--- src/rtl/i2c_sl_pkg.sv ---
package i2c_sl_pkg;

   typedef enum logic [3:0] {
      ST_IDLE,
      ST_ADDR,
      ST_AACK,
      ST_RX,
      ST_RACK,
      ST_TX,
      ST_TACK,
      ST_HOLD,
      ST_REL
   } sl_state_t;

   typedef enum logic [1:0] {
      HK_ADDR,
      HK_RX,
      HK_TX
   } hold_kind_t;

endpackage

--- src/rtl/i2c_sl_sync.sv ---
module i2c_sl_sync #(
   parameter int STAGES  = 2,
   parameter bit RST_VAL = 1'b1
) (
   input  logic clk,
   input  logic rst_n,
   input  logic d,
   output logic q
);

   if (STAGES < 2) begin : g_bad_stages
      $error("i2c_sl_sync: STAGES must be at least 2");
   end

   logic [STAGES-1:0] chain;

   always_ff @(posedge clk or negedge rst_n) begin
      if (!rst_n) chain <= {STAGES{RST_VAL}};
      else        chain <= {chain[STAGES-2:0], d};
   end

   assign q = chain[STAGES-1];

endmodule

--- src/rtl/i2c_sl_cond.sv ---
module i2c_sl_cond (
   input  logic clk,
   input  logic rst_n,
   input  logic scl_s,
   input  logic sda_s,
   output logic scl_rise,
   output logic scl_fall,
   output logic start_det,
   output logic stop_det
);

   logic scl_q;
   logic sda_q;

   always_ff @(posedge clk or negedge rst_n) begin
      if (!rst_n) begin
         scl_q <= 1'b1;
         sda_q <= 1'b1;
      end else begin
         scl_q <= scl_s;
         sda_q <= sda_s;
      end
   end

   assign scl_rise  =  scl_s & ~scl_q;
   assign scl_fall  = ~scl_s &  scl_q;
   // SDA moves while SCL stays high
   assign start_det =  scl_s &  scl_q &  sda_q & ~sda_s;
   assign stop_det  =  scl_s &  scl_q & ~sda_q &  sda_s;

endmodule

--- src/rtl/i2c_sl_stall.sv ---
module i2c_sl_stall
   import i2c_sl_pkg::*;
#(
   parameter int DATA_W      = 8,
   parameter int SYNC_STAGES = 2
) (
   input  logic              clk,
   input  logic              rst_n,
   input  logic              scl_i,
   input  logic              sda_i,
   output logic              scl_oe,
   output logic              sda_oe,
   input  logic [DATA_W-2:0] own_addr,
   input  logic [DATA_W-1:0] tx_data,
   input  logic              tx_wr,
   output logic [DATA_W-1:0] rx_data,
   input  logic              rx_clr,
   output logic              addr_hit,
   input  logic              addr_clr,
   output logic              rx_ready,
   output logic              tx_empty,
   output logic              dir_rd
);

   localparam int ADDR_W = DATA_W - 1;
   localparam int CNT_W  = $clog2(DATA_W + 1);
   localparam logic [CNT_W-1:0] LAST_BIT = CNT_W'(DATA_W - 1);
   localparam logic [CNT_W-1:0] FULL     = CNT_W'(DATA_W);

   if (DATA_W < 2) begin : g_bad_width
      $error("i2c_sl_stall: DATA_W must be at least 2");
   end
   if (SYNC_STAGES < 2) begin : g_bad_sync
      $error("i2c_sl_stall: SYNC_STAGES must be at least 2");
   end

   logic scl_s, sda_s;
   logic scl_rise, scl_fall, start_det, stop_det;

   sl_state_t         state;
   hold_kind_t        hold_kind;
   logic [CNT_W-1:0]  cnt;
   logic [DATA_W-1:0] sh;
   logic [DATA_W-1:0] tx_reg;
   logic              matched;
   logic              nack_q;
   logic              hold_clear;
   logic              go_tx;

   i2c_sl_sync #(.STAGES(SYNC_STAGES), .RST_VAL(1'b1)) u_sync_scl (
      .clk(clk), .rst_n(rst_n), .d(scl_i), .q(scl_s)
   );
   i2c_sl_sync #(.STAGES(SYNC_STAGES), .RST_VAL(1'b1)) u_sync_sda (
      .clk(clk), .rst_n(rst_n), .d(sda_i), .q(sda_s)
   );
   i2c_sl_cond u_cond (
      .clk(clk), .rst_n(rst_n), .scl_s(scl_s), .sda_s(sda_s),
      .scl_rise(scl_rise), .scl_fall(scl_fall),
      .start_det(start_det), .stop_det(stop_det)
   );

   always_comb begin
      unique case (hold_kind)
         HK_ADDR: hold_clear = ~addr_hit;
         HK_RX:   hold_clear = ~rx_ready;
         HK_TX:   hold_clear = ~tx_empty;
         default: hold_clear = 1'b1;
      endcase
   end

   assign go_tx = (hold_kind == HK_TX) || ((hold_kind == HK_ADDR) && dir_rd);

   always_ff @(posedge clk or negedge rst_n) begin
      if (!rst_n) begin
         state     <= ST_IDLE;
         hold_kind <= HK_ADDR;
         cnt       <= '0;
         sh        <= '0;
         tx_reg    <= '0;
         rx_data   <= '0;
         addr_hit  <= 1'b0;
         rx_ready  <= 1'b0;
         tx_empty  <= 1'b0;
         dir_rd    <= 1'b0;
         matched   <= 1'b0;
         nack_q    <= 1'b0;
         scl_oe    <= 1'b0;
         sda_oe    <= 1'b0;
      end else begin
         // software clears; bus-side sets below take precedence
         if (addr_clr) addr_hit <= 1'b0;
         if (rx_clr)   rx_ready <= 1'b0;
         if (tx_wr) begin
            tx_reg   <= tx_data;
            tx_empty <= 1'b0;
         end

         if (start_det) begin
            state   <= ST_ADDR;
            cnt     <= '0;
            matched <= 1'b0;
            scl_oe  <= 1'b0;
            sda_oe  <= 1'b0;
         end else if (stop_det) begin
            state  <= ST_IDLE;
            cnt    <= '0;
            scl_oe <= 1'b0;
            sda_oe <= 1'b0;
         end else begin
            unique case (state)
               ST_ADDR: begin
                  if (scl_rise) begin
                     sh  <= {sh[DATA_W-2:0], sda_s};
                     cnt <= cnt + CNT_W'(1);
                     if (cnt == LAST_BIT && sh[ADDR_W-1:0] == own_addr) begin
                        matched  <= 1'b1;
                        addr_hit <= 1'b1;
                        dir_rd   <= sda_s;
                     end
                  end else if (scl_fall && cnt == FULL) begin
                     if (matched) begin
                        sda_oe <= 1'b1;
                        state  <= ST_AACK;
                     end else begin
                        state  <= ST_IDLE;
                     end
                  end
               end
               ST_AACK, ST_RACK: begin
                  if (scl_fall) begin
                     sda_oe    <= 1'b0;
                     scl_oe    <= 1'b1;
                     cnt       <= '0;
                     hold_kind <= (state == ST_AACK) ? HK_ADDR : HK_RX;
                     state     <= ST_HOLD;
                  end
               end
               ST_RX: begin
                  if (scl_rise) begin
                     sh  <= {sh[DATA_W-2:0], sda_s};
                     cnt <= cnt + CNT_W'(1);
                     if (cnt == LAST_BIT) begin
                        rx_data  <= {sh[DATA_W-2:0], sda_s};
                        rx_ready <= 1'b1;
                     end
                  end else if (scl_fall && cnt == FULL) begin
                     sda_oe <= 1'b1;
                     state  <= ST_RACK;
                  end
               end
               ST_TX: begin
                  if (scl_rise) begin
                     sh  <= {sh[DATA_W-2:0], 1'b1};
                     cnt <= cnt + CNT_W'(1);
                  end else if (scl_fall) begin
                     if (cnt == FULL) begin
                        sda_oe   <= 1'b0;
                        tx_empty <= 1'b1;
                        state    <= ST_TACK;
                     end else begin
                        sda_oe <= ~sh[DATA_W-1];
                     end
                  end
               end
               ST_TACK: begin
                  if (scl_rise) begin
                     nack_q <= sda_s;
                  end else if (scl_fall) begin
                     if (nack_q) begin
                        state <= ST_IDLE;
                     end else begin
                        scl_oe    <= 1'b1;
                        cnt       <= '0;
                        hold_kind <= HK_TX;
                        state     <= ST_HOLD;
                     end
                  end
               end
               ST_HOLD: begin
                  if (hold_clear) begin
                     state <= ST_REL;
                     if (go_tx) begin
                        sh     <= tx_reg;
                        sda_oe <= ~tx_reg[DATA_W-1];
                     end
                  end
               end
               ST_REL: begin
                  // SDA settled one cycle before SCL is let go
                  scl_oe <= 1'b0;
                  state  <= go_tx ? ST_TX : ST_RX;
               end
               default: begin
               end
            endcase
         end
      end
   end

endmodule

--- config.mk ---
export PLATFORM = sky130hd
export DESIGN_NAME = i2c_sl_stall
export DESIGN_NICKNAME = d
export VERILOG_FILES = /design/src/rtl/i2c_sl_pkg.sv /design/src/rtl/i2c_sl_sync.sv /design/src/rtl/i2c_sl_cond.sv /design/src/rtl/i2c_sl_stall.sv
export SDC_FILE = /design/constraint.sdc
export NUM_CORES = 1
export LEC_CHECK = 0
export CAP_MARGIN = 10
export CELL_PAD_IN_SITES_DETAIL_PLACEMENT = 1
export CELL_PAD_IN_SITES_GLOBAL_PLACEMENT = 1
export CORE_UTILIZATION = 45
export DETAILED_ROUTE_END_ITERATION = 8
export PLACE_DENSITY_LB_ADDON = 0.1
export SYNTH_ARGS = -nofsm -noshare
export SYNTH_HDL_FRONTEND = slang
export SYNTH_SLANG_ARGS = --single-unit
--- constraint.sdc ---
create_clock -name clk -period 4.2 [get_ports clk]
set_input_delay 1.26 -clock clk [delete_from_list [all_inputs] [get_ports clk]]
set_output_delay 1.26 -clock clk [all_outputs]
set_load 0.005 [all_outputs]
* After elaboration in Yosys (flattened, before gate mapping)
Index checks and enable logic that the tools add are counted.
** Cells by class
- Bitwise gates (word level) :: 18
- Multiplexer cells :: 82
- Add/sub/neg operators :: 1
- Equality and inequality tests :: 37
- Reductions and logical operators :: 27
** Operator list (number)
- $mux W4 :: 20
- $ne A4 B4 Y1 const B :: 14
- $mux W1 :: 44
- $mux W8 :: 4
- $pmux W4 S7 :: 1
- $pmux W8 S3 :: 1
- $eq A4 B3 Y1 const B :: 5
- $ne A2 B2 Y1 const B :: 8
- $reduce_and A5 Y1 :: 3
- $reduce_and A7 Y1 :: 2
- $pmux W4 S3 :: 1
- $reduce_and A12 Y1 :: 1
- $not A1 Y1 :: 11
- $reduce_and A11 Y1 :: 1
- $mux W2 :: 5
- $reduce_bool A5 Y1 :: 2
- $reduce_bool A9 Y1 :: 1
- $eq A4 B2 Y1 const B :: 2
- $eq A4 B4 Y1 const B :: 2
- $reduce_and A4 Y1 :: 2
- $reduce_bool A2 Y1 :: 4
- $and A1 B1 Y1 :: 7
- $eq A7 B7 Y1 :: 1
- $reduce_bool A7 Y1 :: 1
- 17 further kinds :: 22
** Storage, ports and cells
- Bits of input ports :: 22
- Output and inout port bits :: 14
- Flip-flop bits (word level) :: 48
- Logic and storage cells :: 183

* Longest topological paths before layout
Gate-level depths: netlist of the first run.
- Depth after elaboration :: 8
- Mapped depth :: 7
- Gate-level depth less buffers :: 7

* Modules after synthesis
A second synthesis of the first run with hierarchy kept.
** Second synthesis, totals
- Cells, all modules :: 229
- Area total of the unflattened synthesis :: 2431.1 µm²
** Modules (own cells, without submodules)
- i2c_sl_stall :: area an instance 2240.9 µm², instances 1, sequential area each 1051.0 µm², cells an instance 219
- i2c_sl_sync :: area an instance 52.6 µm², instances 2, sequential area each 52.6 µm², cells an instance 2
- i2c_sl_cond :: area an instance 85.1 µm², instances 1, sequential area each 52.6 µm², cells an instance 6

* Worst setup path after synthesis of the first run
Ideal clock, no wire load.
- Kind :: input -> register
- From :: input port own_addr[3]
- To :: register dir_rd
- Data required time :: 4.075 ns
- Setup slack :: 2.023 ns
- Arrival :: 2.053 ns
- Buffers on the path :: 0
- Cell stages on the path :: 4
- Library setup time :: 0.125 ns
- Cells stage by stage :: xor2_1 > nor4_1 > nand3_1 > mux2_2
** Between the ends
- Longest elaborated chain between the ends :: 3
** RTL lines
- start, declared :: line i2c_sl_stall.sv:13 : input logic [DATA_W-2:0] own_addr,
- $eq A7 B7 Y1 :: line i2c_sl_stall.sv:115 : if (cnt == LAST_BIT && sh[ADDR_W-1:0] == own_addr) begin
- $logic_and A1 B1 Y1 :: line i2c_sl_stall.sv:115
- $reduce_and A5 Y1 (no source line)
- end signal, assigned :: line i2c_sl_stall.sv:118 : dir_rd <= sda_s;
- end, declared :: line i2c_sl_stall.sv:22 : output logic dir_rd
No other way between the ends.
A chain may end at the register's enable or synchronous reset.

* Worst setup path in the final report of the first run
- From :: register dir_rd
- To :: output port dir_rd
No word-level cell between the ends.

==> metrics, run 1 <==
initial antenna violation count 0; die area 5710 um^2; final setup violating endpoints 0; reg2reg setup slack 1820 ps; Setup Buffers After CTS 0; worst hold endpoint u_sync_scl.chain[1]; Total GRT Usage 24.2%; Setup WS post-layout 1660 ps; Worst Path Class, Setup reg -> out; vias in the first global route 1964; first-pass GRT wire length 10100 um; clock latency on the worst-skew pair 300 ps; CTS Sinks 48; Synth Area in Adders 1.03%; Sw Ratio 39.9%; Layout Skew 5.93 ps; post-cts resize count 0; Die H 75.6 um; Crit path buffers/inverters 1; Seq cells post-synth 48; crit share post-route 60.5%; maximum VDD drop 0.321 mV; DRT iter0 DRCs 106; cells on worst reg2reg path 5; CP Max Fanout 4; main combinational cell family by area after synthesis simple AND/OR/NAND/NOR gates; max_slew headroom 26.6%; CTS Root Cell clkbuf_8; synth unique cells 49; post-synthesis simple-gate area fraction 17.3%; Layout Utilization 56.9%; min-delay worst type reg -> reg; Port Buffers 35; cell family with most CP delay buffers and inverters; Synth Area in Compound Gates 16.4%; ys flop type dfrtp_1; clk buf depth 2; Crit path largest cell delay 530 ps; RR Endpoint state[0]; Synth Area in XOR/XNOR 3.24%; DP HPWL 4360 um; hold path startpoint u_sync_scl.chain[0]; Post-Syn Area 2430 um^2; area grow syn2layout 21.0%; required time worst endpoint 2940 ps; Gate Count Post-Synth 239; RSZ-0062 raised after global routing no; Hold Path Depth 0; CTS buffer count 5; Final nets 298; startpoint types flop; number of flops mapped to enable cells by yosys 0; number of diodes 0; layout cells sized above 1 14.9%; drt via density 5.64; most common cell after layout, fill and taps aside dfrtp_1; Max Freq 0.394 GHz; Reg power frac 39.9%; reg2reg start state[0]; Die X 75.6 um; pre-CTS WS 1440 ps; final hold vios 0; I/O pin cnt 36; GP Congestion 0.801; CP Cell Sequence clkdlybuf4s50_1; DR WL/cell 18.0 um; vias 1945; number of remaining DRC errors 0; CTS Hold Bufs 0; Starting Density 47.1%; # rows 26; total gr overflow 0; total power 0.00175 W; pin slew with the least headroom to its limit 1100 ps; mux cell area share after synthesis 9.20%; status finished clean; largest net degree at the start of global routing 49; Avg Inst Size Synth 10.2 um^2; max-cap viol count 0; First-pass DRT Iterations 4; syn nets 263; clock share of power 19.4%; setup TNS 0 ps; commonest non-fill, non-tap cells in the layout 42 x dfrtp_1, 34 x clkdlybuf4s50_1, 30 x nand2_1; Worst Setup End Kind primary output; core area 5170 um^2; Lkg Pwr 1.20 nW; Gate power share 40.7%; asr flop ratio synth 100%; register area share after synthesis 49.6%; post-layout minimum cycle time 2540 ps; Max stage delay cell, worst path clkdlybuf4s50_1; internal cell power 0.00105 W; htree depth 2; Worst EP arrival 1280 ps; pwr dens 594 nW/um^2; CTS tree yes; Slew Viols, Final 0; Synthesis Warnings 0; routed wire length 6200 um; Final ANT Viol Nets 0; clock slew seen by the registers of the worst setup and hold paths 90 ps; Switch Pwr 0.000698 W
power groups by stage:
stage | combinational (W) | clock, W | sequential [W]
global route | 0.000798 | 0.000362 | 0.000717
floorplan | 0.000548 | 0 | 0.000646
finish | 0.000711 | 0.000340 | 0.000698
CTS | 0.000711 | 0.000342 | 0.000698
detailed placement | 0.000704 | 0 | 0.000707
global placement | 0.000678 | 0 | 0.000702
per-stage QoR:
| step | std cells | hold WS, ps | instance area, um^2 |
|---|---|---|---|
| after CTS | 345 | 363 | 2950 |
| after global placement | 337 | 346 | 2840 |
| after detailed placement | 337 | 350 | 2840 |
| after global routing | 345 | 369 | 2950 |
| after floorplan | 239 | 345 | 2430 |
| final | 345 | 361 | 2950 |
per-layer routing:
metal  GRT usage [%]  vias to the layer above  part of all wire, %
li1                -                      928                    -
met1            34.8                      954                   46
met2            38.8                       55                   48
met3            3.70                        8                  4.7
met4            5.76                        0                  1.1
met5               0                        -                    0
area by class of cell:
cell class | instances | area [um^2]
fillers | 575 | 2230
flip-flops and latches | 48 | 1210
multi-input cells | 173 | 1150
repair buffers | 37 | 360
well taps | 70 | 87.6
clock buffers | 7 | 76.3
inverters | 9 | 33.8
clock inverters | 1 | 30.0
cells in the mapped netlist (all sizes together) (3+ instances only):
cell type,n,area (um^2)
a21oi,14,70.1
a31oi,10,62.6
buf,4,25.0
clkbuf,5,18.8
dfrtp,42,1050
dfstp,6,158
inv,9,33.8
mux2,19,214
nand2,30,113
nand2b,4,25.0
nand3,9,45.0
nor2,16,60.1
nor2b,3,18.8
nor3,4,20.0
nor3b,3,22.5
nor4,3,18.8
o211ai,3,22.5
o21ai,9,45.0
or3,3,18.8
xor2,8,70.1
logic make-up after synthesis:
logic type,after synthesis
AOI/OAI and AO/OA,57
xor gates and xnor gates,9
adders and majority gates,2
buffers and inverters,18
and+or+nand+nor,85
muxes,20
DFF,48
how the worst max path moves through the flow:
stage	from	endpoint	slack, ps	cells after the start
after floorplan	own_addr[3]	dir_rd	2020	4
after global placement	own_addr[0]	dir_rd	1510	5
after detailed placement	own_addr[3]	dir_rd	1440	5
after CTS	dir_rd	dir_rd	1650	1
after global routing	state[0]	state[0]	1620	5
final	dir_rd	dir_rd	1660	1
(Power assumes the default switching activity.)
==> run 2: changes to the inputs <==
--- a/config.mk
+++ b/config.mk
@@ -8,7 +8,7 @@
 export CAP_MARGIN = 10
 export CELL_PAD_IN_SITES_DETAIL_PLACEMENT = 1
 export CELL_PAD_IN_SITES_GLOBAL_PLACEMENT = 1
-export CORE_UTILIZATION = 45
+export CORE_UTILIZATION = 42
 export DETAILED_ROUTE_END_ITERATION = 8
 export PLACE_DENSITY_LB_ADDON = 0.1
 export SYNTH_ARGS = -nofsm -noshare
==> constraint.sdc (replaced) <==
create_clock -name clk -period 2.5 [get_ports clk]
set_input_delay 0.75 -clock clk [delete_from_list [all_inputs] [get_ports clk]]
set_output_delay 0.75 -clock clk [all_outputs]
set_load 0.005 [all_outputs]
==> run 2 against run 1 <==
  * Sequential power grew 75%
  * Via count grew 4.3%
  * Total power grew 83%
  * Worst hold slack lost 0.56 ps
  * Clock power grew 130%
  * Sequential share of layout area shrank 2.0 points
  * Register-to-register slack lost 1600 ps
  * Die area grew 7.0%
  * Count of clock-buffer cells in the layout shrank 2
  * Critical endpoint is now sh[1]
==> metrics, run 2 (synthesis gave the netlist of run 1 again) <==
status finished clean; DP HPWL 4670 um (+7.0%); final setup violating endpoints 0 (unchanged); CTS buffer count 5 (unchanged); total gr overflow 0 (unchanged); area grow syn2layout 27.2%; # rows 27 (+3.8%); Port Buffers 35 (unchanged); Die H 78.1 um (+3.4%); max_slew headroom 53.1% (+26 points); Total GRT Usage 22.4% (-1.8 points); required time worst endpoint 2720 ps (-220 ps); First-pass DRT Iterations 4 (unchanged); GP Congestion 0.827 (+3.2%); startpoint types flop; Crit path depth 6 (+5); CP Max Fanout 21 (+17); Worst Path Class, Setup reg -> reg; DRT iter0 DRCs 54 (-49%); clock latency on the worst-skew pair 310 ps (about the same); first-pass GRT wire length 10600 um (+5.4%); Max Freq 0.444 GHz; crit share post-route 90.1%; most common cell after layout, fill and taps aside dfrtp_1; Setup Buffers After CTS 0 (unchanged); number of remaining DRC errors 0 (unchanged); Die X 78.1 um (+3.4%); drt via density 5.64 (about the same); I/O pin cnt 36 (unchanged); Starting Density 43.9% (-3.1 points); final hold vios 0 (unchanged); clk buf depth 2 (unchanged); largest net degree at the start of global routing 22 (-55%); min-delay worst type reg -> reg; commonest non-fill, non-tap cells in the layout 42 x dfrtp_1, 34 x clkdlybuf4s50_1, 30 x nand2_1; RSZ-0062 raised after global routing no; cell family with most CP delay flip-flops; Worst Setup End Kind flop; CP Cell Sequence nand2_1, a211o_1, a211oi_4, buf_4, nor2_1, a31oi_1; vias in the first global route 2131 (+8.5%); core area 5540 um^2 (+7.1%); DR WL/cell 17.5 um (-2.7%); maximum VDD drop 0.449 mV (+40%); Layout Skew 5.76 ps (-0.170 ps); vias 2029 (+4.3%); htree depth 2 (unchanged); cells on worst reg2reg path 6 (+1); Crit path buffers/inverters 1 (unchanged); initial antenna violation count 0 (unchanged); final non-filler cell total 360 (+4.3%); CTS Sinks 48 (unchanged); CTS tree yes; max-cap viol count 0 (unchanged); post-layout minimum cycle time 2250 ps; reg2reg setup slack 250 ps (-1570 ps); CTS Hold Bufs 0 (unchanged); Lkg Pwr 1.29 nW (+7.4%); clock slew seen by the registers of the worst setup and hold paths 90 ps (about the same); Placed Instances 352 (+4.5%); Crit path largest cell delay 810 ps (+280 ps); routed wire length 6290 um (+1.6%); Final ANT Viol Nets 0 (unchanged); number of diodes 0 (unchanged); Slew Viols, Final 0 (unchanged); pwr dens 1030 nW/um^2 (+74%); Final nets 311 (+4.4%); die area 6110 um^2 (+7.0%); Worst EP arrival 2480 ps (+1200 ps); pin slew with the least headroom to its limit 704 ps (-397 ps); Max stage delay cell, worst path dfrtp_1; post-cts resize count 0 (unchanged); layout cells sized above 1 19.4% (+4.5 points); CTS Root Cell clkbuf_8; setup TNS 0 ps (unchanged); hold slack 361 ps (-0.555 ps); Hold Path Depth 0 (unchanged)
[run 2: per-stage QoR]
| stage | total power (W) | setup slack, ps | cell area (um^2) | util, % |
|---|---|---|---|---|
| after CTS | 0.00322 | 281 | 3100 | 55.9 |
| final | 0.00320 | 248 | 3100 | 55.9 |
| after global placement | 0.00238 | 319 | 2940 | 53.0 |
| after floorplan | 0.00201 | 587 | 2430 | - |
| after global routing | 0.00341 | 96.6 | 3100 | 55.9 |
| after detailed placement | 0.00243 | 288 | 2940 | 53.0 |
[run 2: layout make-up]
class                      count  area (um^2)
clock buffer                   5         68.8
fill                         625         2440
sequential                    48         1210
timing repair buffer          50          458
multi-input combinational    173         1150
inverter                       9         33.8
clock inverter                 3         90.1
tap                           72         90.1
[run 2: layer usage]
metal	global-route usage, %	up-vias	routed length [um]
li1	-	951	-
met1	28.0	1024	2810
met2	39.3	41	3190
met3	3.95	13	188
met4	7.22	0	104
met5	0	-	0
[run 2: power breakdown]
group          total [W]  switching [W]  internal, W  leakage [nW]
Combinational    0.00121       0.000639     0.000568         0.620
Sequential       0.00122       0.000273     0.000948         0.593
Clock           0.000774       0.000274     0.000500        0.0784
Total            0.00320        0.00119      0.00202          1.29
[run 2: final timing paths]
path / from / endpoint
max in group asynchronous: rst_n / sh[4]
hold reg to reg: u_sync_scl.chain[0] / u_sync_scl.chain[1]
setup / recovery: state[2] / sh[1]
hold / removal: u_sync_scl.chain[0] / u_sync_scl.chain[1]
setup reg to reg: state[2] / sh[1]
min in group asynchronous: rst_n / nack_q
[run 2: worst reg2reg max path: stages (launching register included)]
cell and delay (ps):
dfrtp_1 810, nand2_1 280, a211o_1 330, a211oi_4 290, buf_4 250, nor2_1 60, a31oi_1 160
